`config.mk`:
```
export PLATFORM = sky130hd
export DESIGN_NAME = sample_tick_gen
export DESIGN_NICKNAME = d
export VERILOG_FILES = /design/src/rtl/stg_pkg.sv /design/src/rtl/stg_rate_rom.sv /design/src/rtl/stg_divider.sv /design/src/rtl/stg_edge_sync.sv /design/src/rtl/sample_tick_gen.sv
export SDC_FILE = /design/constraint.sdc
export NUM_CORES = 1
export LEC_CHECK = 0
export BUFFER_PORTS_ARGS = -buffer_cell sky130_fd_sc_hd__buf_4
export CORE_ASPECT_RATIO = 0.6
export CORE_MARGIN = 4
export CORE_UTILIZATION = 41
export DETAILED_ROUTE_END_ITERATION = 7
export PLACE_DENSITY = 0.57
export REMOVE_ABC_BUFFERS = 1
export SLEW_MARGIN = 20
export SYNTH_ARGS = -nofsm -noshare
export SYNTH_HDL_FRONTEND = slang
export SYNTH_SLANG_ARGS = --single-unit
```
`constraint.sdc`:
```
create_clock -name clk -period 5.65 [get_ports clk]
set_input_delay 0.565 -clock clk [delete_from_list [all_inputs] [get_ports clk]]
set_output_delay 0.565 -clock clk [all_outputs]
set_load 0.005 [all_outputs]
```
`src/rtl/stg_pkg.sv`:
```
package stg_pkg;

  localparam int RATE_CODE_W = 4;
  localparam int NUM_RATES   = 1 << RATE_CODE_W;

  // Rate on the 1-2-5 ladder for a given code, in Hz.
  function automatic longint ladder_hz(input int code);
    longint r;
    case (code % 3)
      0:       r = 1;
      1:       r = 2;
      default: r = 5;
    endcase
    for (int d = 0; d < code / 3; d++) r = r * 10;
    return r;
  endfunction

  // Cycles between strobes; never below one.
  function automatic longint spacing_cycles(input longint sys_hz, input int code);
    longint s;
    s = sys_hz / ladder_hz(code);
    if (s < 1) s = 1;
    return s;
  endfunction

endpackage

```
`src/rtl/stg_rate_rom.sv`:
```
module stg_rate_rom
  import stg_pkg::*;
#(
  parameter longint SYS_CLK_HZ = 125_000_000,
  parameter int     CNT_W      = 27
) (
  input  logic [RATE_CODE_W-1:0] code,
  output logic [CNT_W-1:0]       period
);

  logic [CNT_W-1:0] table_q [NUM_RATES];

  for (genvar g = 0; g < NUM_RATES; g++) begin : g_entry
    assign table_q[g] = CNT_W'(spacing_cycles(SYS_CLK_HZ, g));
  end

  assign period = table_q[code];

endmodule

```
`src/rtl/stg_divider.sv`:
```
module stg_divider #(
  parameter int CNT_W = 27
) (
  input  logic             clk,
  input  logic             rst,
  input  logic             hold,
  input  logic [CNT_W-1:0] period,
  output logic             wrap
);

  logic [CNT_W-1:0] cnt_q;
  logic [CNT_W-1:0] per_q;

  always_ff @(posedge clk) begin
    if (rst || hold) begin
      cnt_q <= period - CNT_W'(1);
      per_q <= period;
    end else if (cnt_q == '0) begin
      cnt_q <= period - CNT_W'(1);
      per_q <= period;
    end else begin
      cnt_q <= cnt_q - CNT_W'(1);
    end
  end

  assign wrap = (cnt_q == '0) && !hold;

  // the running count never reaches the period it was loaded from
  p_count_below_period_r1: assert property (@(posedge clk) disable iff (rst)
    cnt_q < per_q);

  // a new period is only taken on at a wrap or while held
  p_period_latched_r3: assert property (@(posedge clk) disable iff (rst)
    (!hold && cnt_q != '0) |=> (hold || $stable(per_q)));

endmodule

```
`src/rtl/stg_edge_sync.sv`:
```
module stg_edge_sync #(
  parameter int STAGES = 2
) (
  input  logic clk,
  input  logic rst,
  input  logic pin,
  output logic rise
);

  logic [STAGES-1:0] sync_q;
  logic              last_q;

  for (genvar g = 0; g < STAGES; g++) begin : g_stage
    if (g == 0) begin : g_first
      always_ff @(posedge clk) begin
        if (rst) sync_q[0] <= 1'b0;
        else     sync_q[0] <= pin;
      end
    end else begin : g_next
      always_ff @(posedge clk) begin
        if (rst) sync_q[g] <= 1'b0;
        else     sync_q[g] <= sync_q[g-1];
      end
    end
  end

  always_ff @(posedge clk) begin
    if (rst) last_q <= 1'b0;
    else     last_q <= sync_q[STAGES-1];
  end

  assign rise = sync_q[STAGES-1] && !last_q;

  // a detected edge is never followed by another in the next cycle
  p_rise_isolated_r5: assert property (@(posedge clk) disable iff (rst)
    rise |=> !rise);

endmodule

```
`src/rtl/sample_tick_gen.sv`:
```
module sample_tick_gen
  import stg_pkg::*;
#(
  parameter longint SYS_CLK_HZ  = 125_000_000,
  parameter int     SYNC_STAGES = 2
) (
  input  logic                   clk,
  input  logic                   rst,
  input  logic [RATE_CODE_W-1:0] rate_code,
  input  logic                   ext_sel,
  input  logic                   ext_clk,
  output logic                   tick
);

  localparam int CNT_W = $clog2(SYS_CLK_HZ + 1);

  logic [CNT_W-1:0] period;
  logic             int_wrap;
  logic             ext_rise;

  stg_rate_rom #(.SYS_CLK_HZ(SYS_CLK_HZ), .CNT_W(CNT_W)) rom_i (
    .code   (rate_code),
    .period (period)
  );

  stg_divider #(.CNT_W(CNT_W)) div_i (
    .clk    (clk),
    .rst    (rst),
    .hold   (ext_sel),
    .period (period),
    .wrap   (int_wrap)
  );

  stg_edge_sync #(.STAGES(SYNC_STAGES)) sync_i (
    .clk  (clk),
    .rst  (rst),
    .pin  (ext_clk),
    .rise (ext_rise)
  );

  always_ff @(posedge clk) begin
    if (rst)          tick <= 1'b0;
    else if (ext_sel) tick <= ext_rise;
    else              tick <= int_wrap;
  end

  // an external-mode strobe comes from a synchronized rising edge
  p_ext_tick_from_edge_r4: assert property (@(posedge clk) disable iff (rst)
    (tick && $past(ext_sel)) |-> $past(ext_rise));

  // an internal-mode strobe comes from a divider wrap
  p_int_tick_from_wrap_r7: assert property (@(posedge clk) disable iff (rst)
    (tick && !$past(ext_sel)) |-> $past(int_wrap));

  // no strobe leaves the reset cycle
  p_quiet_after_reset_r9: assert property (@(posedge clk) disable iff (rst)
    $past(rst) |-> !tick);

endmodule

```
**Word level (Yosys, flattened, before mapping)**

Memories as Yosys holds them, arrays and structs flattened.
Index checks and enable logic that the tools add are counted.

- Flip-flop bits (word level): 31
- ROM bits: 432
- Bits of input ports: 8
- Output and inout port bits: 1
- Logic and storage cells: 21
- Memories kept: 1

Memory list:

| name | words | width | rd ports | clocked after Yosys merged registers in | write ports | line | source |
|---|---|---|---|---|---|---|---|
| (no name shown) | 16 | 27 | 1 | 0 | 0 | stg_rate_rom.sv:17 | `assign period = table_q[code];` |

- Add/subtract/negate cells: 2
- $lt $le $gt $ge: 1
- Mux-type cells: 5
- Bitwise gates (word level): 1
- Reduce and logical (&&, ||, !) cells: 6

Operators by type and width:

| kind | count |
|---|---|
| two-way mux 27 bit | 4 |
| subtractor 27 x 1 -> 27 bit, second input constant | 2 |
| zero test 27 bit | 1 |
| greater-or-equal comparator 5 bit, second input constant | 1 |
| NOT 4 -> 5 bit | 1 |
| logical AND 1 bit | 2 |
| zero test 1 bit | 2 |
| logical OR 1 bit | 1 |
| two-way mux 1 bit | 1 |

**Depth between registers and ports, before layout**

- Depth after elaboration: 7
- Mapped depth: 15
- Gate-level depth less buffers: 12

**Cells and area by module**

From an unflattened synthesis, not the netlist that was laid out.

- Cells, all modules: 308
- Area total of the unflattened synthesis: 2497.4 um2

By module, submodules not included:

| module | instances | cells an instance | area each (um2) | sequential area each (um2) |
|---|---|---|---|---|
| stg_divider | 1 | 217 | 1829.3 | 540.5 |
| stg_rate_rom | 1 | 81 | 546.8 | 0.0 |
| stg_edge_sync | 1 | 7 | 87.6 | 60.1 |
| sample_tick_gen | 1 | 3 | 33.8 | 20.0 |

**Worst setup path after synthesis**

OpenSTA, ideal clock, no wires.

- Path type: input-to-reg
- Start: input rate_code[2]
- End: register div_i.cnt_q[13]
- Library setup time: 0.074 ns
- Arrival: 3.375 ns
- Data required time: 5.576 ns
- Setup slack: 2.201 ns
- Stages on the path: 15
- Path buffers: 5
- Cells stage by stage: buf_6 -> buf_12 -> buf_8 -> clkbuf_1 -> clkbuf_1 -> nor2b_1 -> o21ai_0 -> ha_1 -> nor2_1 -> o32ai_1 -> a31oi_1 -> o32ai_2 -> nand2_2 -> or3_1 -> a31oi_1

- Longest elaborated chain between the ends: 7

Ends and longest elaborated chain:

| what | line | source |
|---|---|---|
| from (decl) | sample_tick_gen.sv:9 | `input logic [RATE_CODE_W-1:0] rate_code,` |
| NOT 4 -> 5 bit (implied by the code) * | stg_rate_rom.sv:17 |  |
| memory read (16 x 27 bit) * | -- |  |
| two-way mux 27 bit (implied by the code) * (2 in series) | stg_rate_rom.sv:17 |  |
| subtractor 27 x 1 -> 27 bit * | stg_divider.sv:16, stg_divider.sv:19 |  |
| two-way mux 27 bit | stg_divider.sv:18 | `end else if (cnt_q == '0) begin` |
| two-way mux 27 bit * | stg_divider.sv:15 | `if (rst \|\| hold) begin` |
| to (signal assigned) | stg_divider.sv:16 | `cnt_q <= period - CNT_W'(1);` |
| to (signal assigned) | stg_divider.sv:19 | `cnt_q <= period - CNT_W'(1);` |
| to (signal assigned) | stg_divider.sv:22 | `cnt_q <= cnt_q - CNT_W'(1);` |
| to (decl) | stg_divider.sv:11 | `logic [CNT_W-1:0] cnt_q;` |

Every way passes the cells marked *; elsewhere a longest branch is shown, timed or not. The select of a mux whose other input is x is not followed.
A chain may end at the register's enable or synchronous reset.

**Final worst setup path**

- Start: input rate_code[0]
- End: register div_i.cnt_q[13]

Same word-level chain as after synthesis.

==> flow_summary_export.csv <==
group,metric,value,unit
run_status,status,"complete, no violations",
final_layout,mostFrequentLayoutCell,"nor2_1",
logic_synthesis,synth_edf_count,0,
logic_synthesis,synthSimpleGateAreaFrac,26.82,%
floorplanning,die_area,0.008168,sq mm
pwr,clkPwrFrac,40.1,%
final_layout,final_util,47.02,%
logic_synthesis,synth_top_family_by_area,"simple AND/OR/NAND/NOR gates",
clock_tree,path_clk_slew,0.06,ns
clock_tree,cts_made_buffers,5,
placed_design,portBuffers,8,
floorplanning,initial_core_util,43.70,%
clock_tree,cts_tree,"built",
clock_tree,cts_resized,0,
floorplanning,die_h,71.63,microns
clock_tree,cts_buffer_depth,2,
route,drt_iter0_markers,271,
pwr,p_switching,0.0002396,W
timing,rsz0062_at_grt,"no",
timing,period_needed,3.404,ns
clock_tree,root_buffer,"clkbuf_16",
route,dr_total_vias,2561,
final_layout,drive_above_1_share,10.54,%
clock_tree,cts_hold_buf,0,
pwr,p_leak,1.115,nW
setup_path,path_class,"in2reg",
logic_synthesis,synthCells,356,
setup_path,cp_max_fo,23,
grt,antenna_found_initial,0,
timing,holdWs,0.4185,ns
route,drt_first_pass_iters,5,
setup_path,rrSetupSlack,2.45,ns
timing,post-route-period-util,60.25,%
grt,grt_start_max_net_pins,54,
timing,fmax,0.2938,GHz
logic_synthesis,synth-async-reset-ratio,0,%
logic_synthesis,synth_fa_ha_area_share,4.975,%
route,ant_nets,0,
clock_tree,clk_latency,0.28,ns
grt,gr-total-overflow,0,
route,post_drt_wl_per_cell,17.26,microns
floorplanning,io_pins,9,
route,vias_per_cell,5.887,
setup_path,cp_data_required_time,5.85,ns
timing,setup_tns,0,ns
logic_synthesis,synth-compound-area-share,22.57,%
timing,maxSlewHeadroom,32.73,%
final_layout,diodes,0,
final_layout,syn_to_final_growth,7.598,%
route,routed_wl,7.506,mm
timing,tightest_slew,1.009,ns
route,highest_layer,"met4",
pwr,intPower,0.0005482,W
route,wl_met1,3.963,mm
logic_synthesis,syn-mean-instance-area,7.771,sq um
pwr,pwr-share-comb,24.9,%
logic_synthesis,ys_seq_area_share,22.43,%
grt,grt_pass1_vias,2248,
timing,clock_skew,0.007267,ns
pwr,ir_drop,0.1474,mV
logic_synthesis,synth_mux_area_share,5.699,%
route,drc_errors,0,
grt,grt_usage,18.40,%
timing,slew_violations,0,
floorplanning,coreArea,0.006331,sq mm
pwr,p_per_area,264.7,mW/mm^2
route,wl_met2,2.723,mm
final_layout,final_nets,369,
floorplanning,chipWidth,114.0,microns
min_path,hold_class,"reg2reg",
flow_run,maxCapViolCount,0,
pwr,power_frac_seq,35.0,%
floorplanning,rows,22,
logic_synthesis,ys_ff_latch,31,
pwr,swShare,30.42,%
logic_synthesis,synth_xor_area_share,11.08,%
grt,grt_pass1_wl,11.90,mm
timing,final-hold-violation-count,0,
timing,setup_violations,0,
logic_synthesis,yosys_warnings,0,
setup_path,end_kind,"register",
setup_path,crit_arrival,3.61,ns
clock_tree,post_cts_buffers,0,
logic_synthesis,synth_cell_types,71,
placed_design,dp_hpwl,5.610,mm
setup_path,critPathLaunchType,"primary input",
placed_design,globalplace.congestion,1.067,
clock_tree,cts_sinks,31,
final_layout,layout_common_cells,"nor2_1 (41), dfxtp_1 (31), nand2_1 (24), a21oi_1 (24), o21ai_0 (23)",
route,wl_met3,743,microns
clock_tree,h-tree-depth,2,
logic_synthesis,ys.flop_type,"dfxtp_1",
logic_synthesis,synth.cell_area,0.002766,sq mm
-- logic make-up after synthesis --
family          Yosys count
compound gates           94
xor+xnor                 35
fa+ha+maj                11
buf+inv                  33
flops                    31
mux                      13
simple gates            139
-- layout make-up --
cell class,count,area (sq um)
Fill cell,640,3354
Multi-Input combinational cell,292,1968
Sequential cell,31,620.6
Clock buffer,6,138.9
Tap cell,84,105.1
Timing Repair Buffer,9,67.56
Inverter,11,41.29
Clock inverter,2,35.03
-- state kept, by name, indices dropped and copies added (netlist names) --
signal         count
div_i.cnt_q       27
sync_i.last_q      1
tick               1
sync_i.sync_q      2
-- per-stage QoR --
| step | power, W | instance area, sq um | std cells | setup slack, ns |
|---|---|---|---|---|
| finish | 0.0007878 | 2977 | 435 | 2.246 |
| global route | 0.0008272 | 2977 | 435 | 2.034 |
| CTS | 0.0007873 | 2977 | 435 | 2.277 |
| detailed placement | 0.0004709 | 2803 | 427 | 1.990 |
| global placement | 0.0004725 | 2803 | 427 | 2.049 |
| floorplan | 0.0004110 | 2630 | 334 | 2.780 |
-- power by group through the flow --
stage	Clock (W)	Combinational, W	Sequential (W)
detailed placement	0	0.000191	0.000280
finish	0.000316	0.000196	0.000276
global placement	0	0.000193	0.000280
CTS	0.000319	0.000192	0.000276
global route	0.000331	0.000215	0.000281
floorplan	0	0.000138	0.000273
-- per-layer routing --
metal | vias up | global-route usage (%)
met5 | - | 0
met4 | 0 | 3.294
met3 | 13 | 7.426
met2 | 95 | 22.96
met1 | 1187 | 28.80
li1 | 1266 | -
-- cell usage after synthesis (all sizes together) (4+ instances only) --
cell type  count  area [sq um]
a21oi         25         128.9
o21ai         24         120.1
o211ai         4         30.03
nand2         25         96.35
xor2          14         122.6
nand3b         4         30.03
dfxtp         31         620.6
xnor2         21         183.9
nor2b          9         56.30
a31oi          8         50.05
or4            4         33.78
nor2          41         153.9
clkbuf         9         33.78
nand2b         6         37.54
nand3          8         40.04
nor3          16         91.34
mux2i          9         90.09
ha            11         137.6
buf           13         102.6
inv           11         41.29
or3            8         55.05
-- critical path, cell delays in order --
cell and delay (ns):
buf_4 0.24, inv_1 0.18, ha_1 0.29, nor2b_1 0.14
o21ai_0 0.17, ha_1 0.24, nor2_1 0.05, o32ai_1 0.44
a31oi_1 0.22, o32ai_2 0.39, nand2_2 0.11, or3_1 0.37
a31oi_1 0.17
-- final timing paths --
kind	end	cells past startpoint	from
max	div_i.cnt_q[13]	13	rate_code[0]
min	div_i.cnt_q[0]	1	div_i.cnt_q[0]
max reg2reg	div_i.cnt_q[15]	9	div_i.cnt_q[0]
min reg2reg	div_i.cnt_q[0]	1	div_i.cnt_q[0]
Power figures use the tool's default switching activity.
